### config.mk
export PLATFORM = sky130hd
export DESIGN_NAME = vfd_scanner
export DESIGN_NICKNAME = d
export VERILOG_FILES = /design/src/rtl/vfd_pkg.sv /design/src/rtl/vfd_timebase.sv /design/src/rtl/vfd_fetch.sv /design/src/rtl/vfd_drive.sv /design/src/rtl/vfd_scanner.sv
export SDC_FILE = /design/constraint.sdc
export NUM_CORES = 1
export LEC_CHECK = 0
export ABC_CLOCK_PERIOD_IN_PS = 4200
export BUFFER_PORTS_ARGS = -buffer_cell sky130_fd_sc_hd__buf_2
export CAP_MARGIN = 20
export CORE_MARGIN = 10
export CORE_UTILIZATION = 49
export DETAILED_ROUTE_END_ITERATION = 10
export PLACE_DENSITY = 0.77
export SETUP_SLACK_MARGIN = 0.2
export SLEW_MARGIN = 20
export SYNTH_ARGS = -nofsm -noshare
export SYNTH_HDL_FRONTEND = slang
export SYNTH_SLANG_ARGS = --single-unit
### constraint.sdc
create_clock -name clk -period 4.2 [get_ports clk]
set_input_delay 0.42 -clock clk [delete_from_list [all_inputs] [get_ports clk]]
set_output_delay 0.42 -clock clk [all_outputs]
set_load 0.005 [all_outputs]
### src/rtl/vfd_pkg.sv
package vfd_pkg;
  localparam int SEG_W   = 20;
  localparam int GRID_W  = 16;
  localparam int ADDR_W  = 6;

  // number of scanned digits for a mode code
  function automatic logic [4:0] digits_of_mode(input logic [3:0] code);
    return code[3] ? (5'd9 + {2'b00, code[2:0]}) : 5'd8;
  endfunction

  // segments left after the shared lines are taken by grids
  function automatic logic [4:0] segs_of_digits(input logic [4:0] n);
    return 5'd28 - n;
  endfunction

  // lit width in sixteenths per dimming code
  function automatic logic [4:0] lit_width(input logic [2:0] code);
    case (code)
      3'd0:    return 5'd1;
      3'd1:    return 5'd2;
      3'd2:    return 5'd4;
      3'd3:    return 5'd10;
      3'd4:    return 5'd11;
      3'd5:    return 5'd12;
      3'd6:    return 5'd13;
      default: return 5'd14;
    endcase
  endfunction
endpackage

### src/rtl/vfd_timebase.sv
module vfd_timebase #(
  parameter int TICKS = 2
) (
  input  logic                             clk,
  input  logic                             rst_n,
  input  logic [4:0]                       n_digits,
  output logic [$clog2(16*TICKS)-1:0]      pos,
  output logic [3:0]                       sixteenth,
  output logic [4:0]                       slot,
  output logic                             slot_end,
  output logic                             frame_end
);
  localparam int SLOT_LEN = 16 * TICKS;
  localparam int POS_W    = $clog2(SLOT_LEN);
  localparam int TICK_W   = (TICKS > 1) ? $clog2(TICKS) : 1;
  localparam logic [POS_W-1:0]  POS_LAST  = POS_W'(SLOT_LEN - 1);
  localparam logic [TICK_W-1:0] TICK_LAST = TICK_W'(TICKS - 1);

  logic [TICK_W-1:0] tick;
  logic              tick_last;

  assign tick_last = (tick == TICK_LAST);
  assign slot_end  = (pos == POS_LAST);
  assign frame_end = slot_end && (slot == n_digits);

  always_ff @(posedge clk) begin
    if (!rst_n) begin
      tick      <= '0;
      pos       <= '0;
      sixteenth <= '0;
      slot      <= '0;
    end else begin
      tick <= tick_last ? '0 : tick + 1'b1;
      pos  <= slot_end ? '0 : pos + 1'b1;
      if (tick_last) sixteenth <= sixteenth + 4'd1;
      if (slot_end)  slot <= frame_end ? 5'd0 : slot + 5'd1;
    end
  end

  p_slot_range_r3: assert property (@(posedge clk) disable iff (!rst_n)
    slot <= n_digits);
  p_slot_align_r3: assert property (@(posedge clk) disable iff (!rst_n)
    slot_end |-> (sixteenth == 4'd15) && tick_last);
endmodule

### src/rtl/vfd_fetch.sv
module vfd_fetch #(
  parameter int TICKS = 2
) (
  input  logic                             clk,
  input  logic                             rst_n,
  input  logic [$clog2(16*TICKS)-1:0]      pos,
  input  logic [4:0]                       slot,
  input  logic [4:0]                       n_digits,
  input  logic                             slot_end,
  input  logic [7:0]                       ram_rdata,
  output logic [vfd_pkg::ADDR_W-1:0]       ram_addr,
  output logic [vfd_pkg::SEG_W-1:0]        seg_cur
);
  localparam int SLOT_LEN = 16 * TICKS;
  localparam int POS_W    = $clog2(SLOT_LEN);
  localparam logic [POS_W-1:0] POS_LAST  = POS_W'(SLOT_LEN - 1);
  localparam logic [POS_W-1:0] POS_FIRST = POS_W'(SLOT_LEN - 3);

  logic       fetch_win;
  logic [1:0] byte_sel;
  logic [4:0] next_digit;
  logic [7:0] stage0, stage1;

  assign fetch_win  = (pos >= POS_FIRST);
  assign byte_sel   = (pos == POS_LAST) ? 2'd2 :
                      (pos == POS_LAST - 1'b1) ? 2'd1 : 2'd0;
  // the key slot and the slot before it both prefetch digit 0
  assign next_digit = (slot >= n_digits - 5'd1) ? 5'd0 : slot + 5'd1;
  assign ram_addr   = ({1'b0, next_digit} + {next_digit, 1'b0})
                      + {4'b0000, byte_sel};

  always_ff @(posedge clk) begin
    if (!rst_n) begin
      stage0  <= '0;
      stage1  <= '0;
      seg_cur <= '0;
    end else if (fetch_win) begin
      if (byte_sel == 2'd0) stage0 <= ram_rdata;
      if (byte_sel == 2'd1) stage1 <= ram_rdata;
      if (slot_end) seg_cur <= {ram_rdata[3:0], stage1, stage0};
    end
  end

  p_seg_hold_r9: assert property (@(posedge clk) disable iff (!rst_n)
    !slot_end |=> $stable(seg_cur));
  p_addr_range_r5: assert property (@(posedge clk) disable iff (!rst_n)
    ram_addr < 6'd48);
endmodule

### src/rtl/vfd_drive.sv
module vfd_drive (
  input  logic                        clk,
  input  logic                        rst_n,
  input  logic [4:0]                  slot,
  input  logic [4:0]                  n_digits,
  input  logic [3:0]                  sixteenth,
  input  logic                        disp_on,
  input  logic [2:0]                  dim_code,
  input  logic [vfd_pkg::SEG_W-1:0]   seg_cur,
  output logic [vfd_pkg::SEG_W-1:0]   seg_out,
  output logic [vfd_pkg::GRID_W-1:0]  grid_out,
  output logic                        key_slot
);
  import vfd_pkg::*;

  logic [4:0] width;
  logic [4:0] nseg;
  logic       lit;

  assign key_slot = (slot == n_digits);
  assign width    = lit_width(dim_code);
  assign nseg     = segs_of_digits(n_digits);
  assign lit      = disp_on && !key_slot && ({1'b0, sixteenth} < width);

  for (genvar g = 0; g < GRID_W; g++) begin : g_grid
    assign grid_out[g] = lit && (slot == 5'(g));
  end

  for (genvar s = 0; s < SEG_W; s++) begin : g_seg
    if (s < 12) begin : g_dedicated
      assign seg_out[s] = lit && seg_cur[s];
    end else begin : g_shared
      assign seg_out[s] = (5'(s) >= nseg) ? grid_out[27-s] : (lit && seg_cur[s]);
    end
  end

  p_grid_onehot_r4: assert property (@(posedge clk) disable iff (!rst_n)
    $onehot0(grid_out));
  p_key_dark_r3: assert property (@(posedge clk) disable iff (!rst_n)
    key_slot |-> (grid_out == '0) && (seg_out == '0));
  p_off_dark_r8: assert property (@(posedge clk) disable iff (!rst_n)
    !disp_on |-> (grid_out == '0) && (seg_out == '0));
  p_dim_window_r7: assert property (@(posedge clk) disable iff (!rst_n)
    (sixteenth >= 4'd14) |-> (grid_out == '0));
  p_shared_grid_r6: assert property (@(posedge clk) disable iff (!rst_n)
    (n_digits == 5'd16) |-> seg_out[19:12] ==
      {grid_out[8], grid_out[9], grid_out[10], grid_out[11],
       grid_out[12], grid_out[13], grid_out[14], grid_out[15]});
endmodule

### src/rtl/vfd_scanner.sv
module vfd_scanner #(
  parameter int TICKS_PER_SIXTEENTH = 2
) (
  input  logic        clk,
  input  logic        rst_n,
  input  logic        cfg_load,
  input  logic [3:0]  cfg_mode,
  input  logic [2:0]  cfg_dim,
  input  logic        cfg_disp_on,
  output logic [5:0]  ram_addr,
  input  logic [7:0]  ram_rdata,
  output logic [19:0] seg_out,
  output logic [15:0] grid_out,
  output logic        key_slot
);
  import vfd_pkg::*;
  localparam int POS_W = $clog2(16 * TICKS_PER_SIXTEENTH);

  logic [3:0]       mode_pend, mode_act;
  logic [2:0]       dim_r;
  logic             on_r;
  logic [4:0]       n_act;
  logic [POS_W-1:0] pos;
  logic [3:0]       sixteenth;
  logic [4:0]       slot;
  logic             slot_end, frame_end;
  logic [SEG_W-1:0] seg_cur;

  assign n_act = digits_of_mode(mode_act);

  always_ff @(posedge clk) begin
    if (!rst_n) begin
      mode_pend <= 4'b1111;
      mode_act  <= 4'b1111;
      dim_r     <= 3'd7;
      on_r      <= 1'b0;
    end else begin
      if (cfg_load) begin
        mode_pend <= cfg_mode;
        dim_r     <= cfg_dim;
        on_r      <= cfg_disp_on;
      end
      if (frame_end) mode_act <= cfg_load ? cfg_mode : mode_pend;
    end
  end

  vfd_timebase #(.TICKS(TICKS_PER_SIXTEENTH)) u_timebase (
    .clk(clk), .rst_n(rst_n), .n_digits(n_act), .pos(pos),
    .sixteenth(sixteenth), .slot(slot), .slot_end(slot_end),
    .frame_end(frame_end));

  vfd_fetch #(.TICKS(TICKS_PER_SIXTEENTH)) u_fetch (
    .clk(clk), .rst_n(rst_n), .pos(pos), .slot(slot), .n_digits(n_act),
    .slot_end(slot_end), .ram_rdata(ram_rdata), .ram_addr(ram_addr),
    .seg_cur(seg_cur));

  vfd_drive u_drive (
    .clk(clk), .rst_n(rst_n), .slot(slot), .n_digits(n_act),
    .sixteenth(sixteenth), .disp_on(on_r), .dim_code(dim_r),
    .seg_cur(seg_cur), .seg_out(seg_out), .grid_out(grid_out),
    .key_slot(key_slot));

  p_mode_hold_r10: assert property (@(posedge clk) disable iff (!rst_n)
    !frame_end |=> $stable(mode_act));
endmodule

== Word level (Yosys, flattened, before mapping) ==
Cells that the tools add are included.
Cells by class
  add/subtract/negate cells: 9
  magnitude comparators: 11
  equality and inequality tests: 25
  multiplexer cells: 15
  bitwise logic cells: 1
  reductions and logical operators: 48
Operators with widths (number)
  equality test 5 x 4 -> 1 bit, second input constant: 8
  logical AND 1 bit: 39
  case mux 4 bit (7 select lines): 1
  equality test 5 x 3 -> 1 bit, second input constant: 4
  greater-or-equal comparator 4 x 5 -> 1 bit, first input constant: 4
  greater-or-equal comparator 5 bit, first input constant: 4
  2-to-1 mux 5 bit: 3
  adder 5 x 1 -> 5 bit, second input constant: 2
  equality test 5 x 2 -> 1 bit, second input constant: 2
  equality test 5 bit, second input constant: 2
  equality test 3 bit, second input constant: 3
  2-to-1 mux 1 bit: 9
  adder 5 x 6 -> 6 bit: 1
  adder 6 x 2 -> 6 bit: 1
  equality test 3 x 2 -> 1 bit, second input constant: 2
  AND reduction 2 bit: 3
  adder 4 x 3 -> 5 bit, first input constant: 1
  equality test 5 x 1 -> 1 bit, second input constant: 1
  equality test 5 bit: 1
  greater-or-equal comparator 5 bit: 1
  greater-or-equal comparator 5 bit, second input constant: 1
  zero test 5 bit: 1
  subtractor 5 x 1 -> 5 bit, second input constant: 1
  subtractor 5 bit, first input constant: 1
  12 further kinds: 13
Word-level totals
  register bits after elaboration: 63
  output and inout port bits: 43
  word-level logic and storage cells: 120

== Longest topological paths before layout ==
Gate-level depths: netlist of the first run.
  depth in word-level cells: 8
  gate-level depth with buffers: 17

== By module ==
A second synthesis of the first run with hierarchy kept.
Second synthesis, totals
  cells, all modules: 485
  area, all modules: 4035.1 µm²
By module, submodules not included
  vfd_fetch: times used 1, cells an instance 223, area an instance 1981.9 µm², sequential area each 720.7 µm²
  vfd_drive: times used 1, cells an instance 150, area an instance 913.4 µm², sequential area each 0.0 µm²
  vfd_timebase: times used 1, cells an instance 66, area an instance 664.4 µm², sequential area each 300.3 µm²
  vfd_scanner: times used 1, cells an instance 46, area an instance 475.5 µm², sequential area each 240.2 µm²

== Worst setup path before layout of the first run ==
No wires, ideal clock.
  kind: reg2out
  start: reg mode_act[0]
  end: out ram_addr[5]
  data arrival time: 4.065 ns
  required time: 3.780 ns
  slack: -0.285 ns
  cell stages (with the launch flop): 17
  path through: dfxtp_1 > ha_1 > and2_1 > inv_1 > ha_1 > a21boi_0 > nor2_1 > ha_1 > a21o_1 > a21o_1 > a211oi_1 > fa_1 > ha_1 > fa_1 > a21o_1 > a21oi_1 > xnor2_1
Between the ends
  longest elaborated chain between the ends: 7
RTL lines
  start: declaration: RTL line vfd_scanner.sv:19  | logic [3:0] mode_pend, mode_act;
  start signal: assignment: RTL line vfd_scanner.sv:43  | if (frame_end) mode_act <= cfg_load ? cfg_mode : mode_pend;
  adder 4 x 3 -> 5 bit: RTL line vfd_pkg.sv:8  | return code[3] ? (5'd9 + {2'b00, code[2:0]}) : 5'd8;
  2-to-1 mux 5 bit: RTL line vfd_pkg.sv:8
  subtractor 5 x 1 -> 5 bit: RTL line vfd_fetch.sv:28  | assign next_digit = (slot >= n_digits - 5'd1) ? 5'd0 : slot + 5'd1;
  greater-or-equal comparator 5 bit: RTL line vfd_fetch.sv:28
  2-to-1 mux 5 bit: RTL line vfd_fetch.sv:28
  adder 5 x 6 -> 6 bit: RTL line vfd_fetch.sv:29  | assign ram_addr = ({1'b0, next_digit} + {next_digit, 1'b0})
  adder 6 x 2 -> 6 bit: RTL line vfd_fetch.sv:30  | + {4'b0000, byte_sel};
  end: declaration: RTL line vfd_scanner.sv:10  | output logic [5:0] ram_addr,
No other way between the ends.

== Worst setup path in the final report of the first run ==
Same ends and word-level chain as after synthesis.

==> metrics.md, run 1 <==
| Metric | Value |
|---|---|
| Status | finished, violations left |
| Failing checks | setup timing |
| Nets | 570 |
| Hold Crit Endpoint | dim_r[1]$_SDFFE_PN1P_ |
| Final setup margin | -0.332 ns |
| #FFs+latches synth | 63 |
| DRT Wirelength | 9.92 mm |
| GR Util All Layers | 16.5% |
| Placed insts | 593 |
| Synthesized instance count | 443 |
| Sequential area share after synthesis | between 30 and 40% |
| WL met1 | 4.37 mm |
| Max cap viols | 0 |
| Top delay family on crit path | adder cells |
| Origin of the critical flop-to-flop path | mode_act[0]$_SDFFE_PN1P_ |
| Worst Path Max Fanout | 4 |
| Post-layout min period | 4.53 ns |
| WP data arrival | 4.11 ns |
| Part of the cycle the worst path needs | 108% |
| Hold Fails Final Rpt | 0 |
| Ratio of cells with drive above 1 in the final layout | 24.5% |
| Multiplexer share of the synthesized area | 8.49% |
| Post-route ant nets | 0 |
| Slew at the pin with the worst max-slew slack | around 0.92 ns |
| Count of cell types in the netlist | 52 |
| Via count | 3,445 |
| Full die area | approximately 12,000 µm² |
| Xor and xnor fraction of the mapped netlist area | between 3 and 4% |
| Clock sink count | 63 |
| Worst R2R Setup Slack | 1.35 ns |
| Leakage | 2.13 nW |
| Pin count of the biggest net entering global routing | 63 |
| Most common cell after layout, fill and taps aside | dfxtp_1 |
| Worst IR drop on VDD | 0.000185 V |
| Core ar. | 7690 µm² |
| Vias in the first global route | 3,372 |
| Post-Layout Cell Count | 625 |
| Cells on worst reg2reg path | 8 |
| Hold_buf cts | 0 |
| Most frequent cells in the layout | dfxtp_1 (61), buf_2 (60), nand2_1 (58), mux2i_1 (28) |
| DR WL met3 | between 600 and 700 µm |
| Cell Rows | 32 |
| Die Height | 108 µm |
| Pwr dens | around 250 nW/µm² |
| DP Area | ~4300 µm² |
| Largest family of logic cells by synthesized area | simple AND/OR/NAND/NOR gates |
| Area of the mapped netlist | approximately 3800 µm² |
| Synth area leaders | dfxtp_1 (33%), ha_1 (10%), mux2i_1 (7.3%) |
| Placer Congestion | 0.904 |
| Simple-gate area share of the yosys netlist | 26.1% |
| Initial Util | 49.9% |
| Number of port buffers | between 60 and 70 |
| WL/cell | around 16 µm |
| Design area | 4680 µm² |
| F_max | ~220 MHz |
| EDFF count, synth | 0 |
| Crit path kind | register to output port |
| Yosys top cell area share | about a third |
| Hold Path Depth | 3 |
| Initial antenna violation count | 0 |
| Clock Latency Late Sink | 0.34 ns |
| Synth Area in Adders | 11.2% |
| Drc violations | 0 |
| Fin. max-slew vios | 0 |
| Reg2reg end | mode_act[1]$_SDFFE_PN1P_ |
| Area grow syn2layout | 22.2% |
| CP endpoint kind | output port |
| Global-route wire length before repair | 16.0 mm |
| TritonRoute pass-1 iters | 5 |
| Slowest cell on the critical path | fa_1 |
| Synth async-reset ratio | 0% |
| Worst Hold Launch | cfg_dim[1] |
| DP HPWL | 7.06 mm |
| Clk_skew | 0.0126 ns |
| Crit-path max cell delay | 0.44 ns |
| Top layer in use | met4 |
| Setup violations, final | 4 |
| Mapped Nets | just under 500 |
| Met2 WL post-DR | 4.80 mm |
| Dominant cell type by area after synthesis | dfxtp_1 |
| Worst path bufs/invs | 3 |
| H-tree depth | 3 |
| Hold Path Class | input pin to register |
| Post-synthesis compound-gate area fraction | between 10% and 20% |
| CP cell instances | ha_4 > and2_4 > inv_4 > ha_4 > and3b_1 > nor2_1 > ha_1 > a21o_1 > buf_4 > a21oi_4 > o211a_1 > fa_1 > ha_2 > fa_2 > a21o_1 > a21oi_2 > xnor2_1 > buf_2 |
| GRT overflow | 0 |
| Syn avg cell area | 8.65 µm² |
| Post-synth top flop | dfxtp_1 |
| Yosys warns | 0 |
| Routed vias/inst | 5.51 |
| Die width | around 110 µm |
| IO Pins | 62 |
| TritonCTS clock tree | yes |
| Rel. slew slack | 38.8% |
| Worst Path Required | 3.78 ns |
| Reg clk slew, reported paths | 0.07 ns |
| RSZ-0062 raised after global routing | yes |
| ANT cells | 0 |
| CP Launch Type | register |
| Initial drt markers | 264 |
| Worst-case clock buffer depth | 2 |
| Total CTS buffers | 9 |
| Root Buffer | clkbuf_8 |
[metrics by stage]
step                      setup slack [ns]  hold slack, ns  power [mW]  utilization, %  setup TNS [ns]
after CTS                           -0.383           0.297        1.19            60.0          -0.786
after global placement              0.0861           0.451       0.686            56.0               0
final                               -0.332           0.306        1.19            60.9          -0.777
after global routing                -0.500           0.306        1.23            60.9           -1.36
after detailed placement           -0.0420           0.457       0.689            56.0         -0.0420
after floorplan                      0.211           0.437       0.667               -               0
[state kept, by name, summed over array words and instances, names as in the netlist, 3 cells and up]
| name | cells |
|---|---|
| u_fetch.seg_cur | 20 |
| u_fetch.stage0 | 8 |
| u_fetch.stage1 | 8 |
| u_timebase.pos | 5 |
| u_timebase.slot | 5 |
| mode_act | 4 |
| mode_pend | 4 |
| u_timebase.sixteenth | 4 |
| dim_r | 3 |
[worst register-to-register path, delay by kind of cell (launching register included)]
kind,cells,cell delay (ns)
muxes,1,0.34
DFF,1,0.36
and+or+nand+nor,3,1.23
buffers and inverters,1,0.20
adders and majority gates,2,0.53
AOI/OAI and AO/OA,1,0.08
[synth_stat cells, types with 2 or more instances]
master    instances
o21ai_0           7
a21boi_0         21
nand3_1           9
dfxtp_1          63
a21oi_1          15
xor2_1            4
o21a_1            2
ha_1             31
and3_1           11
o31ai_1           2
nand4_1           3
a211oi_1          4
inv_1            15
o211ai_1          3
a21bo_2           2
nand2b_1         14
nand2_1          58
a21o_1            8
buf_2             3
nor4_1            5
fa_1              2
and2_1           20
mux2i_1          28
xnor2_1          11
nor2_1           14
clkbuf_1         17
nor3_1            9
nor2b_1          26
or3_1             3
o211a_1           2
mux2_4            3
o22ai_1           2
nand3b_1          7
[final cells by class]
class,instances,area (µm²)
multi-input combinational,343,2540
tap,102,128
inverter,15,58.8
clock inverter,6,61.3
clock buffer,10,128
sequential,63,1270
timing repair buffer,86,499
fill,676,3000
[layer usage]
| metal | up-vias | track usage [%] |
|---|---|---|
| li1 | 1684 | - |
| met1 | 1644 | 21.2 |
| met2 | 103 | 26.8 |
| met3 | 14 | 3.99 |
| met4 | 0 | 4.99 |
| met5 | - | 0 |
[worst max-delay path by stage]
stage	cells after the start	slack (ns)	to	start
2_1_floorplan	16	0.21	ram_addr[5]	mode_act[0]$_SDFFE_PN1P_
3_3_place_gp	17	0.09	ram_addr[5]	mode_act[0]$_SDFFE_PN1P_
3_5_place_dp	17	-0.04	ram_addr[5]	mode_act[0]$_SDFFE_PN1P_
4_1_cts	17	-0.38	ram_addr[5]	mode_act[0]$_SDFFE_PN1P_
5_1_grt	18	-0.50	ram_addr[5]	mode_act[0]$_SDFFE_PN1P_
6_report	18	-0.33	ram_addr[5]	mode_act[0]$_SDFFE_PN1P_
[power by group]
group          switching [mW]  internal, mW
combinational          0.0328        0.0274
sequential             0.0105         0.606
clock                   0.238         0.272
total                   0.282         0.906
[timing repair]
item,in CTS,in global routing
buffers inserted,11,5
setup endpoints to repair,4,5
pin swaps,12,11
gates resized for setup,7,5
[cells by family (layout without fill, tap and decap cells)]
kind of cell             after synthesis  after routing
AND/OR/NAND/NOR                      188            188
AO/OA/AOI/OAI                         76             76
flip-flops                            63             63
buffers and inverters                 37            117
adder cells (fa/ha/maj)               33             33
multiplexers                          31             31
XOR/XNOR                              15             15
(Power assumes the default switching activity.)
==> run 2: changes to the inputs <==
--- a/config.mk
+++ b/config.mk
@@ -17,3 +17,4 @@
 export SYNTH_ARGS = -nofsm -noshare
 export SYNTH_HDL_FRONTEND = slang
 export SYNTH_SLANG_ARGS = --single-unit
+export TNS_END_PERCENT = 1
==> constraint.sdc (replaced) <==
create_clock -name clk -period 4.2 [get_ports clk]
set_input_delay 0.84 -clock clk [delete_from_list [all_inputs] [get_ports clk]]
set_output_delay 0.84 -clock clk [all_outputs]
set_load 0.005 [all_outputs]
==> run 2 against run 1 <==
  * Fmax down 7.5%
  * Global-route usage increased by 0.88 points
  * Sequential share of layout area shrank 0.42 points
  * Utilization up 0.96 points
  * Non-clock buffer count grew 5
  * The run still ends with setup timing left
  * Cell area is 1.6% higher
  * Wire length rose by 0.61%
  * Critical endpoint unchanged
  * Critical path type unchanged
  * Sequential cell count did not move
  * Setup slack lost 0.37 ns
==> metrics.md, run 2 (same netlist as run 1, synthesis figures left out) <==
| Metric | Value |
|---|---|
| Status | finished, violations left |
| Root Buffer | clkbuf_8 |
| Fillers | 682 |
| Worst Path Required | 3.36 ns |
| Placer Congestion | 0.940 |
| Core ar. | a little under 8000 µm² |
| CP endpoint kind | output port |
| Origin of the critical flop-to-flop path | mode_act[0]$_SDFFE_PN1P_ |
| Post-layout min period | 4.90 ns |
| Global-route wire length before repair | 16.7 mm |
| Final setup margin | -0.700 ns |
| Placed insts | 613 |
| Clock Latency Late Sink | 0.34 ns |
| Worst-case clock buffer depth | 2 |
| Rel. slew slack | 39.5% |
| Initial drt markers | roughly 140 |
| Most frequent cells in the layout | dfxtp_1 (61), buf_2 (60), nand2_1 (58), buf_4 (29), mux2i_1 (28) |
| WL/cell | 15.8 µm |
| IO Pins | 62 |
| Worst IR drop on VDD | between 0.0002 and 0.00025 V |
| Total CTS buffers | 9 |
| Hold Crit Endpoint | u_fetch.seg_cur[9]$_SDFFE_PN0P_ |
| Ratio of cells with drive above 1 in the final layout | 25.4% |
| Reg clk slew, reported paths | 0.08 ns |
| Hold_buf cts | 0 |
| Die Height | 108 µm |
| Pre-CTS WS | -0.374 ns |
| Max cap viols | 0 |
| Cell Rows | 32 |
| Initial Util | 49.9% |
| Failing checks | setup timing |
| Area grow syn2layout | 24.1% |
| Post-route ant nets | 0 |
| Drc violations | 0 |
| Crit path kind | register to output port |
| Hold Path Class | register to register |
| Nets | ~580 |
| RSZ-0062 raised after global routing | yes |
| Setup violations, final | 5 |
| GR Util All Layers | 17.4% |
| ANT cells | 0 |
| DP Area | ~4500 µm² |
| CP Launch Type | register |
| Worst Path Max Fanout | 4 |
| Die width | 108 µm |
| F_max | 204 MHz |
| Worst R2R Setup Slack | 1.40 ns |
| CP startpoint | mode_act[0]$_SDFFE_PN1P_ |
| Pin count of the biggest net entering global routing | 63 |
| Max reg flops | 20 |
| Clk_skew | 0.0130 ns |
| TritonRoute pass-1 iters | 4 |
| Initial antenna violation count | 0 |
| Hold Fails Final Rpt | 0 |
| GRT overflow | 0 |
| Full die area | around 12,000 µm² |
| Most common cell after layout, fill and taps aside | dfxtp_1 |
| Post-Layout Cell Count | 630 |
| Number of port buffers | 61 |
| DRT Wirelength | 9.98 mm |
| Largest reg by FF count | u_fetch.seg_cur |
| Pwr dens | 270 nW/µm² |
| TritonCTS clock tree | yes |
| Vias in the first global route | 3,489 |
| Worst Hold Launch | u_fetch.seg_cur[9]$_SDFFE_PN0P_ |
| Via count | about 3.4k |
| Clock sink count | 63 |
| Reg2reg end | mode_act[0]$_SDFFE_PN1P_ |
| Leakage | 2.17 nW |
| Hold Path Depth | 2 |
| Part of the cycle the worst path needs | 117% |
| Routed vias/inst | 5.39 |
| DP HPWL | 7.54 mm |
| Slew at the pin with the worst max-slew slack | between 0.9 and 1 ns |
| H-tree depth | 3 |
| WP data arrival | 4.06 ns |
| Top flop regs | u_fetch.seg_cur x20, u_fetch.stage0 x8, u_fetch.stage1 x8 |
| Cells on worst reg2reg path | 7 |
| Fin. max-slew vios | 0 |
| Power consumption | 1.28 mW |
| Design area | 4760 µm² |
run 2: final cells by class:
cell class / instances / area, µm² / share of cell area (%)
Multi-Input combinational cell: 343 / 2530 / 53.3
Sequential cell: 63 / 1270 / 26.6
Timing Repair Buffer: 91 / 541 / 11.4
Clock buffer: 10 / 138 / 2.89
Tap cell: 102 / 128 / 2.68
Clock inverter: 6 / 91.3 / 1.92
Inverter: 15 / 58.8 / 1.24
run 2: repair_timing:
| action | 4_1_cts | 5_1_grt |
|---|---|---|
| cloned | 0 | 0 |
| setup endpoints to repair | 5 | 24 |
| gates resized for setup | 3 | 5 |
| buffers inserted | 1 | 0 |
| pin swaps | 6 | 1 |
run 2: power by group:
| group | total (mW) | switching, mW | internal [mW] |
|---|---|---|---|
| clock | 0.607 | 0.255 | 0.352 |
| combinational | 0.0600 | 0.0320 | 0.0280 |
| sequential | 0.616 | 0.00991 | 0.606 |
run 2: worst max-delay path by stage:
stage / end / slack [ns]
2_1_floorplan: ram_addr[5] / -0.19
3_3_place_gp: ram_addr[5] / -0.26
3_5_place_dp: ram_addr[5] / -0.37
4_1_cts: ram_addr[5] / -0.75
5_1_grt: ram_addr[5] / -0.92
6_report: ram_addr[5] / -0.70
run 2: metal layers:
layer | vias up | routed length [µm] | global-route usage [%]
met2 | 73 | 4730 | 29.3
met5 | - | 0 | 0
met4 | 0 | 137 | 5.84
li1 | 1692 | - | -
met3 | 11 | 611 | 3.63
met1 | 1621 | 4510 | 21.6
run 2: per-stage QoR:
step	hold WS (ns)	TNS [ns]	utilization (%)
2_1_floorplan	0.437	-0.193	-
3_3_place_gp	0.452	-0.509	58.2
3_5_place_dp	0.458	-0.970	58.2
4_1_cts	0.468	-2.30	61.5
5_1_grt	0.491	-2.93	61.9
6_report	0.467	-2.18	61.9
run 2: worst max-delay path: stages, from the launching register on:
cell and delay [ns]:
dfxtp_4 0.35, ha_4 0.26, and2_4 0.17, inv_4 0.04, ha_4 0.15, and3b_1 0.22, nor2_1 0.05, ha_1 0.27
a21o_1 0.19, a21o_1 0.19, a211oi_4 0.26, fa_1 0.45, ha_2 0.21, fa_2 0.36, a21o_1 0.18, a21oi_2 0.13
xnor2_1 0.12, buf_2 0.13
==> run 3: changes to the inputs <==
--- a/config.mk
+++ b/config.mk
@@ -5,13 +5,13 @@
 export SDC_FILE = /design/constraint.sdc
 export NUM_CORES = 1
 export LEC_CHECK = 0
-export ABC_CLOCK_PERIOD_IN_PS = 4200
+export ABC_CLOCK_PERIOD_IN_PS = 6300
 export BUFFER_PORTS_ARGS = -buffer_cell sky130_fd_sc_hd__buf_2
 export CAP_MARGIN = 20
 export CORE_MARGIN = 10
 export CORE_UTILIZATION = 49
 export DETAILED_ROUTE_END_ITERATION = 10
-export PLACE_DENSITY = 0.77
+export PLACE_DENSITY = 0.75
 export SETUP_SLACK_MARGIN = 0.2
 export SLEW_MARGIN = 20
 export SYNTH_ARGS = -nofsm -noshare
==> constraint.sdc (replaced) <==
create_clock -name clk -period 6.3 [get_ports clk]
set_input_delay 1.26 -clock clk [delete_from_list [all_inputs] [get_ports clk]]
set_output_delay 1.26 -clock clk [all_outputs]
set_load 0.005 [all_outputs]
==> run 3 against run 2 <==
  * The run now ends clean
  * Power decreased by 36%
  * First-iteration DRC count up 16%
  * Clock-buffer cell count is the same
  * Register-to-register slack improved by 2.1 ns
  * Critical path depth did not move
  * Critical path type unchanged
==> metrics.md, run 3 (same netlist as run 1, synthesis figures left out) <==
| Metric | Value |
|---|---|
| Die Height | 108 µm |
| Full die area | ~12,000 µm² |
| Hold Path Class | register to register |
| Most common cell after layout, fill and taps aside | buf_2 |
| GRT overflow | 0 |
| DP HPWL | 6.90 mm |
| Post-layout min period | 5.90 ns |
| Top flop regs | u_fetch.seg_cur x20, u_fetch.stage0 x8, u_fetch.stage1 x8 |
| Pre-CTS WS | 0.483 ns |
| Most frequent cells in the layout | buf_2 (61), dfxtp_1 (60), nand2_1 (58), mux2i_1 (28), ha_1 (28) |
| Fillers | 700 |
| Slew at the pin with the worst max-slew slack | 0.915 ns |
| CP most frequent cell | a21o_1 |
| Max reg flops | 20 |
| Power share of the combinational group | 4.9% |
| Final setup margin | 0.404 ns |
| CP cell instances | ha_2 > and2_1 > inv_1 > ha_2 > a21boi_1 > nor2_1 > ha_1 > a21o_1 > a21o_1 > a211oi_2 > fa_1 > ha_1 > fa_1 > a21o_1 > a21oi_1 > xnor2_1 > buf_2 |
| GR Util All Layers | 16.1% |
| Core ar. | 7690 µm² |
| H-tree depth | 3 |
| Post-CTS setup buffer count | 0 |
| Status | complete, no violations |
| Part of the power in the clock network | between 40% and 50% |
| Initial Util | 49.9% |
| CP Launch Type | register |
| Crit-path max cell delay | 0.48 ns |
| WL/cell | 15.5 µm |
| DRT Wirelength | 9.32 mm |
| Pwr dens | 185 nW/µm² |
| Share of power burned in registers | 50.3% |
| F_max | 170 MHz |
| Cell Int Power | around 620 µW |
| Fin. max-slew vios | 0 |
| Clock Latency Late Sink | 0.35 ns |
| Die width | 108 µm |
| ANT cells | 0 |
| Setup TNS Final | 0 ns |
| Drc violations | 0 |
| Setup violations, final | 0 |
| Nets | 545 |
| Via count | ~3.2k |
| Pin count of the biggest net entering global routing | 63 |
| Hold_buf cts | 0 |
| Hold Fails Final Rpt | 0 |
| P_sw | between 150 and 200 µW |
| TritonRoute pass-1 iters | 4 |
| WP data arrival | 4.64 ns |
| Total CTS buffers | 9 |
| CP endpoint kind | output port |
| RSZ-0062 raised after global routing | no |
| Worst Path Max Fanout | 10 |
| Sw frac | between 20% and 30% |
| Max cap viols | 0 |
| Number of port buffers | 61 |
| Initial antenna violation count | 0 |
| Slowest cell on the critical path | fa_1 |
| Worst-case clock buffer depth | 2 |
| Worst Path Required | 5.04 ns |
| Leakage | 2.00 nW |
| Clk_skew | 0.0137 ns |
| Reg clk slew, reported paths | 0.08 ns |
| Cell Rows | 32 |
| Initial drt markers | 160 |
| Part of the cycle the worst path needs | just over 90% |
| Routed vias/inst | 5.39 |
| Root Buffer | clkbuf_8 |
| Placer Congestion | 0.903 |
| TritonCTS clock tree | yes |
| Post-route ant nets | 0 |
| Crit path kind | register to output port |
| Rel. slew slack | around two fifths |
| Area grow syn2layout | 15.0% |
| Global-route wire length before repair | roughly 16 mm |
| Ratio of cells with drive above 1 in the final layout | roughly a fifth |
| Largest reg by FF count | u_fetch.seg_cur |
| Clock sink count | 63 |
| IO Pins | a little over 60 |
| Worst IR drop on VDD | 0.000145 V |
| Vias in the first global route | 3,202 |
-- run 3: routing by layer --
metal	GRT usage [%]	vias to the layer above	routed length [µm]
li1	-	1633	-
met1	20.0	1518	4140
met3	3.03	13	491
met5	0	-	0
met4	7.44	0	161
met2	26.5	70	4530
-- run 3: power by group through the flow --
stage	logic [mW]	clock network, mW	registers (mW)
6_report	0.0397	0.366	0.410
5_1_grt	0.0450	0.384	0.411
4_1_cts	0.0402	0.370	0.411
3_5_place_dp	0.0396	0	0.420
3_3_place_gp	0.0380	0	0.420
2_1_floorplan	0.0263	0	0.419
-- run 3: layout make-up --
| cell class | instances | area, µm² | share of cell area, % |
|---|---|---|---|
| timing repair buffer | 61 | 305 | 6.92 |
| tap | 102 | 128 | 2.89 |
| multi-input combinational | 343 | 2450 | 55.5 |
| clock buffer | 10 | 138 | 3.12 |
| inverter | 15 | 56.3 | 1.28 |
| clock inverter | 6 | 68.8 | 1.56 |
| sequential | 63 | 1270 | 28.7 |
-- run 3: path summary, 6_finish.rpt --
kind / start / to / slack, ns / cells past startpoint
setup / recovery: mode_act[0]$_SDFFE_PN1P_ / ram_addr[5] / 0.40 / 17
hold / removal: u_fetch.seg_cur[11]$_SDFFE_PN0P_ / u_fetch.seg_cur[11]$_SDFFE_PN0P_ / 0.46 / 2
setup reg to reg: mode_act[0]$_SDFFE_PN1P_ / mode_act[2]$_SDFFE_PN1P_ / 3.51 / 7
hold reg to reg: u_fetch.seg_cur[11]$_SDFFE_PN0P_ / u_fetch.seg_cur[11]$_SDFFE_PN0P_ / 0.46 / 2
-- run 3: repair_timing --
| item | 4_1_cts | 5_1_grt |
|---|---|---|
| pin swaps | 0 | 1 |
| endpoints found under the hold margin | 0 | 0 |
| setup endpoints to repair | 1 | 1 |
| gates resized for setup | 2 | 8 |
-- run 3: critical path, delay by kind of cell, from the launching register on --
kind	cells	cell delay, ns
AND/OR/NAND/NOR	2	0.27
adder cells (fa/ha/maj)	6	2.00
XOR/XNOR	1	0.13
buffers and inverters	2	0.21
AO/OA/AOI/OAI	6	1.29
flip-flops	1	0.40
-- run 3: metrics by stage --
stage                     std cells  hold slack [ns]  power [mW]  instance area, µm²  utilization [%]
after floorplan                 443            0.437       0.445                3830                -
after global placement          584            0.450       0.458                4170             54.3
after detailed placement        584            0.458       0.460                4170             54.3
after CTS                       600            0.469       0.821                4390             57.0
after global routing            600            0.496       0.840                4410             57.4
final                           600            0.464       0.816                4410             57.4
